**src/rtl/lrx_pkg.sv**
```systemverilog
package lrx_pkg;

    typedef enum logic [2:0] {
        PH_IDLE,
        PH_DROP,
        PH_QUIET,
        PH_HUNT,
        PH_ALIGN,
        PH_RUN,
        PH_REST
    } ph_state_e;

    typedef struct packed {
        logic       valid;
        logic [7:0] data;
        logic [3:0] nbits;
        logic       sof;
        logic       eof;
        logic       err;
    } rx_out_t;

    // Move the n youngest bits of v to the top of the byte.
    function automatic logic [7:0] left_align(input logic [7:0] v, input logic [3:0] n);
        logic [3:0] amt;
        amt = 4'd8 - n;
        return v << amt;
    endfunction

endpackage

```
**src/rtl/lrx_sync.sv**
```systemverilog
module lrx_sync #(
    parameter int STAGES = 2
) (
    input  logic clk,
    input  logic rst,
    input  logic din,
    output logic level,
    output logic edge_seen
);
    logic [STAGES-1:0] chain;
    logic              last;

    always_ff @(posedge clk) begin
        if (rst) begin
            chain <= '0;
            last  <= 1'b0;
        end else begin
            chain <= {chain[STAGES-2:0], din};
            last  <= chain[STAGES-1];
        end
    end

    assign level     = chain[STAGES-1];
    assign edge_seen = level ^ last;
endmodule

```
**src/rtl/lrx_phase.sv**
```systemverilog
module lrx_phase
    import lrx_pkg::*;
#(
    parameter int HALF_TICKS   = 4,
    parameter int OFFSET_TICKS = 6,
    parameter int QUIET_TICKS  = 9
) (
    input  logic clk,
    input  logic rst,
    input  logic level,
    input  logic edge_seen,
    input  logic done,
    output logic start,
    output logic stb,
    output logic smp
);
    localparam int CMAX = (QUIET_TICKS > OFFSET_TICKS) ? QUIET_TICKS : OFFSET_TICKS;
    localparam int CW   = $clog2(CMAX + 1);
    localparam logic [CW-1:0] Q_LAST = CW'(QUIET_TICKS - 1);
    localparam logic [CW-1:0] O_END  = CW'(OFFSET_TICKS);
    localparam logic [CW-1:0] H_END  = CW'(HALF_TICKS);
    localparam logic [CW-1:0] C_ONE  = CW'(1);

    ph_state_e     st;
    logic [CW-1:0] cnt;

    always_ff @(posedge clk) begin
        if (rst) begin
            st  <= PH_IDLE;
            cnt <= '0;
        end else begin
            case (st)
                PH_IDLE:  if (edge_seen) st <= PH_DROP;
                PH_DROP:  if (!level) begin st <= PH_QUIET; cnt <= C_ONE; end
                PH_QUIET: begin
                    if (level)              st  <= PH_HUNT;
                    else if (cnt == Q_LAST) st  <= PH_IDLE;
                    else                    cnt <= cnt + C_ONE;
                end
                PH_HUNT:  if (!level) begin st <= PH_ALIGN; cnt <= C_ONE; end
                PH_ALIGN: begin
                    if (cnt == O_END) begin st <= PH_RUN; cnt <= C_ONE; end
                    else cnt <= cnt + C_ONE;
                end
                PH_RUN: begin
                    if (done)              begin st <= PH_REST; cnt <= '0; end
                    else if (cnt == H_END) cnt <= C_ONE;
                    else                   cnt <= cnt + C_ONE;
                end
                PH_REST: begin
                    if (edge_seen)          cnt <= '0;
                    else if (cnt == Q_LAST) st  <= PH_IDLE;
                    else                    cnt <= cnt + C_ONE;
                end
                default: st <= PH_IDLE;
            endcase
        end
    end

    assign start = (st == PH_HUNT) && !level;
    assign stb   = ((st == PH_ALIGN) && (cnt == O_END)) ||
                   ((st == PH_RUN) && (cnt == H_END) && !done);
    assign smp   = level;

    // Cycles since the previous strobe, for the spacing check.
    logic [CW-1:0] gap;
    always_ff @(posedge clk) begin
        if (rst)                            gap <= '0;
        else if (stb)                       gap <= C_ONE;
        else if (gap != CW'(CMAX))          gap <= gap + C_ONE;
    end

    p_sample_spacing_r4: assert property (@(posedge clk) disable iff (rst)
        (stb && st == PH_RUN) |-> (gap == H_END));

    p_no_strobe_when_idle_r1: assert property (@(posedge clk) disable iff (rst)
        (st == PH_IDLE) |=> !stb);
endmodule

```
**src/rtl/lrx_decode.sv**
```systemverilog
module lrx_decode
    import lrx_pkg::*;
#(
    parameter int MAX_BYTES = 1600
) (
    input  logic    clk,
    input  logic    rst,
    input  logic    start,
    input  logic    stb,
    input  logic    smp,
    output logic    done,
    output rx_out_t q
);
    localparam int BCW = $clog2(MAX_BYTES + 1);

    logic           half, h1, last, first, eof_pend;
    logic [1:0]     run, run_n;
    logic [7:0]     sh, sh_n;
    logic [3:0]     nb;
    logic [BCW-1:0] bytes;
    logic           term, bit_ok, limit;

    always_comb begin
        run_n  = (run != 2'd0 && smp == last) ? run + 2'd1 : 2'd1;
        term   = (run_n == 2'd3);
        bit_ok = half && (smp != h1);
        sh_n   = {sh[6:0], smp};
        limit  = bit_ok && (nb == 4'd7) && (bytes == BCW'(MAX_BYTES));
    end

    always_ff @(posedge clk) begin
        if (rst) begin
            q        <= '0;
            half     <= 1'b0;
            h1       <= 1'b0;
            last     <= 1'b0;
            run      <= '0;
            sh       <= '0;
            nb       <= '0;
            bytes    <= '0;
            first    <= 1'b1;
            eof_pend <= 1'b0;
            done     <= 1'b0;
        end else begin
            q.valid  <= 1'b0;
            q.sof    <= 1'b0;
            q.eof    <= eof_pend;
            q.err    <= 1'b0;
            eof_pend <= 1'b0;
            done     <= 1'b0;
            if (start) begin
                half  <= 1'b0;
                run   <= '0;
                nb    <= '0;
                bytes <= '0;
                first <= 1'b1;
            end else if (stb) begin
                last <= smp;
                run  <= run_n;
                if (term || limit) begin
                    done <= 1'b1;
                    if (limit) begin
                        q.eof <= 1'b1;
                        q.err <= 1'b1;
                    end else if (nb != 4'd0) begin
                        q.valid  <= 1'b1;
                        q.data   <= left_align(sh, nb);
                        q.nbits  <= nb;
                        q.sof    <= first;
                        first    <= 1'b0;
                        eof_pend <= 1'b1;
                    end else if (!first) begin
                        q.eof <= 1'b1;
                    end
                end else begin
                    half <= ~half;
                    if (!half) h1 <= smp;
                    if (bit_ok) begin
                        if (nb == 4'd7) begin
                            q.valid <= 1'b1;
                            q.data  <= sh_n;
                            q.nbits <= 4'd8;
                            q.sof   <= first;
                            first   <= 1'b0;
                            nb      <= '0;
                            bytes   <= bytes + BCW'(1);
                        end else begin
                            sh <= sh_n;
                            nb <= nb + 4'd1;
                        end
                    end
                end
            end
        end
    end

    p_sof_needs_valid_r5: assert property (@(posedge clk) disable iff (rst)
        q.sof |-> q.valid);
    p_eof_alone_r8: assert property (@(posedge clk) disable iff (rst)
        q.eof |-> !q.valid);
    p_partial_then_eof_r8: assert property (@(posedge clk) disable iff (rst)
        (q.valid && q.nbits != 4'd8) |=> q.eof);
    p_eof_single_r8: assert property (@(posedge clk) disable iff (rst)
        q.eof |=> !q.eof);
    p_err_with_eof_r9: assert property (@(posedge clk) disable iff (rst)
        q.err |-> q.eof);
    p_byte_ceiling_r9: assert property (@(posedge clk) disable iff (rst)
        bytes <= BCW'(MAX_BYTES));
    p_nbits_range_r5: assert property (@(posedge clk) disable iff (rst)
        q.valid |-> (q.nbits != 4'd0 && q.nbits <= 4'd8));
endmodule

```
**src/rtl/lrx_sampler.sv**
```systemverilog
module lrx_sampler
    import lrx_pkg::*;
#(
    parameter int SYNC_STAGES  = 2,
    parameter int HALF_TICKS   = 4,
    parameter int OFFSET_TICKS = 6,
    parameter int QUIET_TICKS  = 9,
    parameter int MAX_BYTES    = 1600
) (
    input  logic       clk,
    input  logic       rst,
    input  logic       rx_line,
    output logic       out_valid,
    output logic [7:0] out_byte,
    output logic [3:0] out_bits,
    output logic       out_sof,
    output logic       out_eof,
    output logic       out_err
);
    logic    level, edge_seen, start, stb, smp, done;
    rx_out_t q;

    lrx_sync #(.STAGES(SYNC_STAGES)) u_sync (
        .clk(clk), .rst(rst), .din(rx_line),
        .level(level), .edge_seen(edge_seen)
    );

    lrx_phase #(
        .HALF_TICKS(HALF_TICKS), .OFFSET_TICKS(OFFSET_TICKS), .QUIET_TICKS(QUIET_TICKS)
    ) u_phase (
        .clk(clk), .rst(rst), .level(level), .edge_seen(edge_seen),
        .done(done), .start(start), .stb(stb), .smp(smp)
    );

    lrx_decode #(.MAX_BYTES(MAX_BYTES)) u_dec (
        .clk(clk), .rst(rst), .start(start), .stb(stb), .smp(smp),
        .done(done), .q(q)
    );

    assign out_valid = q.valid;
    assign out_byte  = q.data;
    assign out_bits  = q.nbits;
    assign out_sof   = q.sof;
    assign out_eof   = q.eof;
    assign out_err   = q.err;
endmodule

```
**config.mk**
```make
export PLATFORM = sky130hd
export DESIGN_NAME = lrx_sampler
export DESIGN_NICKNAME = d
export VERILOG_FILES = /design/src/rtl/lrx_pkg.sv /design/src/rtl/lrx_sync.sv /design/src/rtl/lrx_phase.sv /design/src/rtl/lrx_decode.sv /design/src/rtl/lrx_sampler.sv
export SDC_FILE = /design/constraint.sdc
export NUM_CORES = 1
export LEC_CHECK = 0
export BUFFER_PORTS_ARGS = -buffer_cell sky130_fd_sc_hd__clkbuf_2
export CELL_PAD_IN_SITES_DETAIL_PLACEMENT = 0
export CELL_PAD_IN_SITES_GLOBAL_PLACEMENT = 2
export CORE_AREA = 2 2 86 130
export DETAILED_ROUTE_END_ITERATION = 8
export DIE_AREA = 0 0 88 132
export PLACE_DENSITY = 0.77
export SYNTH_ARGS = -nofsm -noshare
export SYNTH_HDL_FRONTEND = slang
export SYNTH_SLANG_ARGS = --single-unit
```
**constraint.sdc**
```tcl
create_clock -name clk -period 3.1 [get_ports clk]
set_clock_uncertainty 0.2 [all_clocks]
set_input_delay 0.155 -clock clk [delete_from_list [all_inputs] [get_ports clk]]
set_output_delay 0.155 -clock clk [all_outputs]
set_load 0.005 [all_outputs]
```
==> impl_metrics.yaml <==
floorplan:
  io_pins: 19
  die_w_um: 88
  core_area_um2: 10400
  row_count: 46
  die_h_um: 132
  dieArea_um2: 11600
  start_util: 0.297
layout:
  finalNetCount: 398
  diodes: 0
  stdcell_count: 536
  postLayoutCoreUtil: 0.355
  drive_gt1_frac: 0.158
  area_growth_pct: 19.4
detailed_routing:
  via_per_inst: 5.14
  first_pass_iters: 4
  routed.top_layer: "met4"
  drc: 0
  num_vias: 2757
  drtIter0Drc: 109
  wl_met1_mm: 3.40
  wl_met2_mm: 4.25
  wl_mm: 8.10
  wl_met3_um: 254
  final_antenna_net_count: 0
  wl_per_cell_um: 15.1
synth:
  ys_seq_elements: 57
  yosysTopAreaCellShare: 0.369
  synth.cell_area_um2: 3090
  syn_nets: 376
  yosysUniqueCellTypes: 60
  synth_ff_type: "dfxtp_1"
  yosysMostFrequentCell: "dfxtp_1"
  seq_area_frac_synth: 0.369
  syn_avg_cell_area_um2: 8.47
  ys_warn_count: 0
  synth_commonest_cells: "dfxtp_1 (57), a21oi_1 (36), nor2_1 (35)"
  ys_async_sr_fraction: 0
  synthTopCellsByArea: "dfxtp_1 (37%), a21oi_1 (5.8%), mux2i_1 (4.5%), nor2_1 (4.2%), o21ai_0 (3.9%)"
  postSynthCellCount: 365
  synth_top_area_cell: "dfxtp_1"
  synth_edf_count: 0
clocking:
  clkSlewWorstSetupHoldPaths_ps: 50
  clk_latency_ps: 330
  clockBufferDepth: 2
  htreeDepth: 3
  root_buffer: "clkbuf_16"
  cts_tree: "yes"
  numCtsBuffers: 9
  cts_setup_buffers: 0
  cts_sinks: 57
placement:
  dp.cells: 518
  place_ws_ps: 470
  place.gp.congestion: 0.788
  dpl.hpwl_mm: 5.79
  io_buffers: 18
pwr:
  max-vdd-ir-drop_mv: 0.233
  leakagePower_nw: 1.24
  power_density_nw_per_um2: 565
sta:
  relSlewSlack: 0.390
  hold_violations: 0
  max_freq_ghz: 0.374
  worst_pin_slew_ps: 915
  setup_viol: 0
  period_share: 0.863
  grt_setup_unrepaired: "no"
  period_needed_ps: 2670
  slew_viol_final: 0
  fin_ws_ps: 425
  tns_ps: 0
  whs_ps: 232
setup_path:
  worst_setup_path_start_kind: "flop"
  cp.required_ps: 3130
  path_max_fanout: 9
  end_kind: "flop"
  arrival_ps: 2700
  worstSetupPathType: "flop to flop"
status:
  outcome: "finished clean"
grt:
  antenna_found_initial: 0
  grt_max_degree: 34
  grt_pass1_wl_mm: 13.2
  grt_pass1_vias: 2663
  overflow: 0
  track_usage: 0.147
run:
  drv_cap: 0
hold_path:
  hold_path_class: "flop to flop"
-- kinds of logic after synthesis --
kind of cell	after synthesis	synth area share
compound gates	105	0.223
xor+xnor	12	0.0340
fa+ha+maj	8	0.0324
buf+inv	32	0.0417
flops	57	0.369
mux	19	0.0744
simple gates	132	0.225
-- state kept, by name, indices dropped and copies added, names as in the netlist, 2 cells and up --
name / count
u_dec.q: 16
u_dec.bytes: 11
u_dec.sh: 8
u_dec.nb: 4
u_phase.cnt: 4
u_phase.st: 3
u_dec.run: 2
u_sync.chain: 2
-- power breakdown --
group / internal, mW / switching (mW) / leakage, nW / total [mW]
combinational: 0.104 / 0.158 / 0.629 / 0.263
sequential: 0.755 / 0.0305 / 0.460 / 0.786
clock: 0.698 / 0.342 / 0.152 / 1.04
total: 1.56 / 0.531 / 1.24 / 2.09
-- metrics by stage --
step                      cell area (um2)  total power, mW
after floorplan                      3090            0.984
after global placement               3360             1.06
after detailed placement             3360             1.06
after CTS                            3690             2.11
after global routing                 3690             2.18
final                                3690             2.09
-- worst paths after layout --
kind / from / to / slack [ps] / depth (start not counted)
hold / removal: u_sync.chain[0] / u_sync.chain[1] / 230 / 1
hold reg to reg: u_sync.chain[0] / u_sync.chain[1] / 230 / 1
setup / recovery: u_dec.run[0] / u_dec.q[14] / 430 / 7
setup reg to reg: u_dec.run[0] / u_dec.q[14] / 430 / 7
-- timing repair --
action,4_1_cts,5_1_grt
hold buffers,2,0
endpoints found under the setup margin,0,0
resized for setup,0,0
endpoints found under the hold margin,2,0
-- final cells by class --
class / count / area, um2
Fill cell: 1123 / 6720
Multi-Input combinational cell: 276 / 1820
Sequential cell: 57 / 1140
Clock buffer: 10 / 229
Timing Repair Buffer: 31 / 193
Tap cell: 144 / 180
Clock inverter: 6 / 82.6
Inverter: 12 / 45.0
-- layer usage --
metal / global-route usage / up-vias
met2: 0.261 / 45
met5: 0 / -
met4: 0.0590 / 0
li1: - / 1372
met3: 0.0394 / 16
met1: 0.161 / 1324
-- critical path, stage by stage (launching register included) --
cell and delay (ps):
dfxtp_1 360, inv_1 70, ha_1 300, or3b_2 490, o211a_1 300, a21oi_1 440, nor2_4 140, a311oi_1 270
-- layout by cell type, fill, tap and decap left out, drive strengths merged, types with 5 or more instances in the layout --
cell | synthesis | routed
dfxtp | 57 | 57
nand2 | 28 | 28
ha | 8 | 8
inv | 12 | 12
and3 | 5 | 5
nor2b | 8 | 8
buf | 7 | 11
mux2i | 14 | 14
clkbuf | 13 | 28
a211oi | 11 | 11
a21oi | 37 | 37
nor2 | 36 | 36
xnor2 | 5 | 5
o21ai | 26 | 26
nand3 | 10 | 10
xor2 | 7 | 7
nor3 | 7 | 7
or3 | 8 | 8
Note: power is estimated with default switching activity, not from simulation.
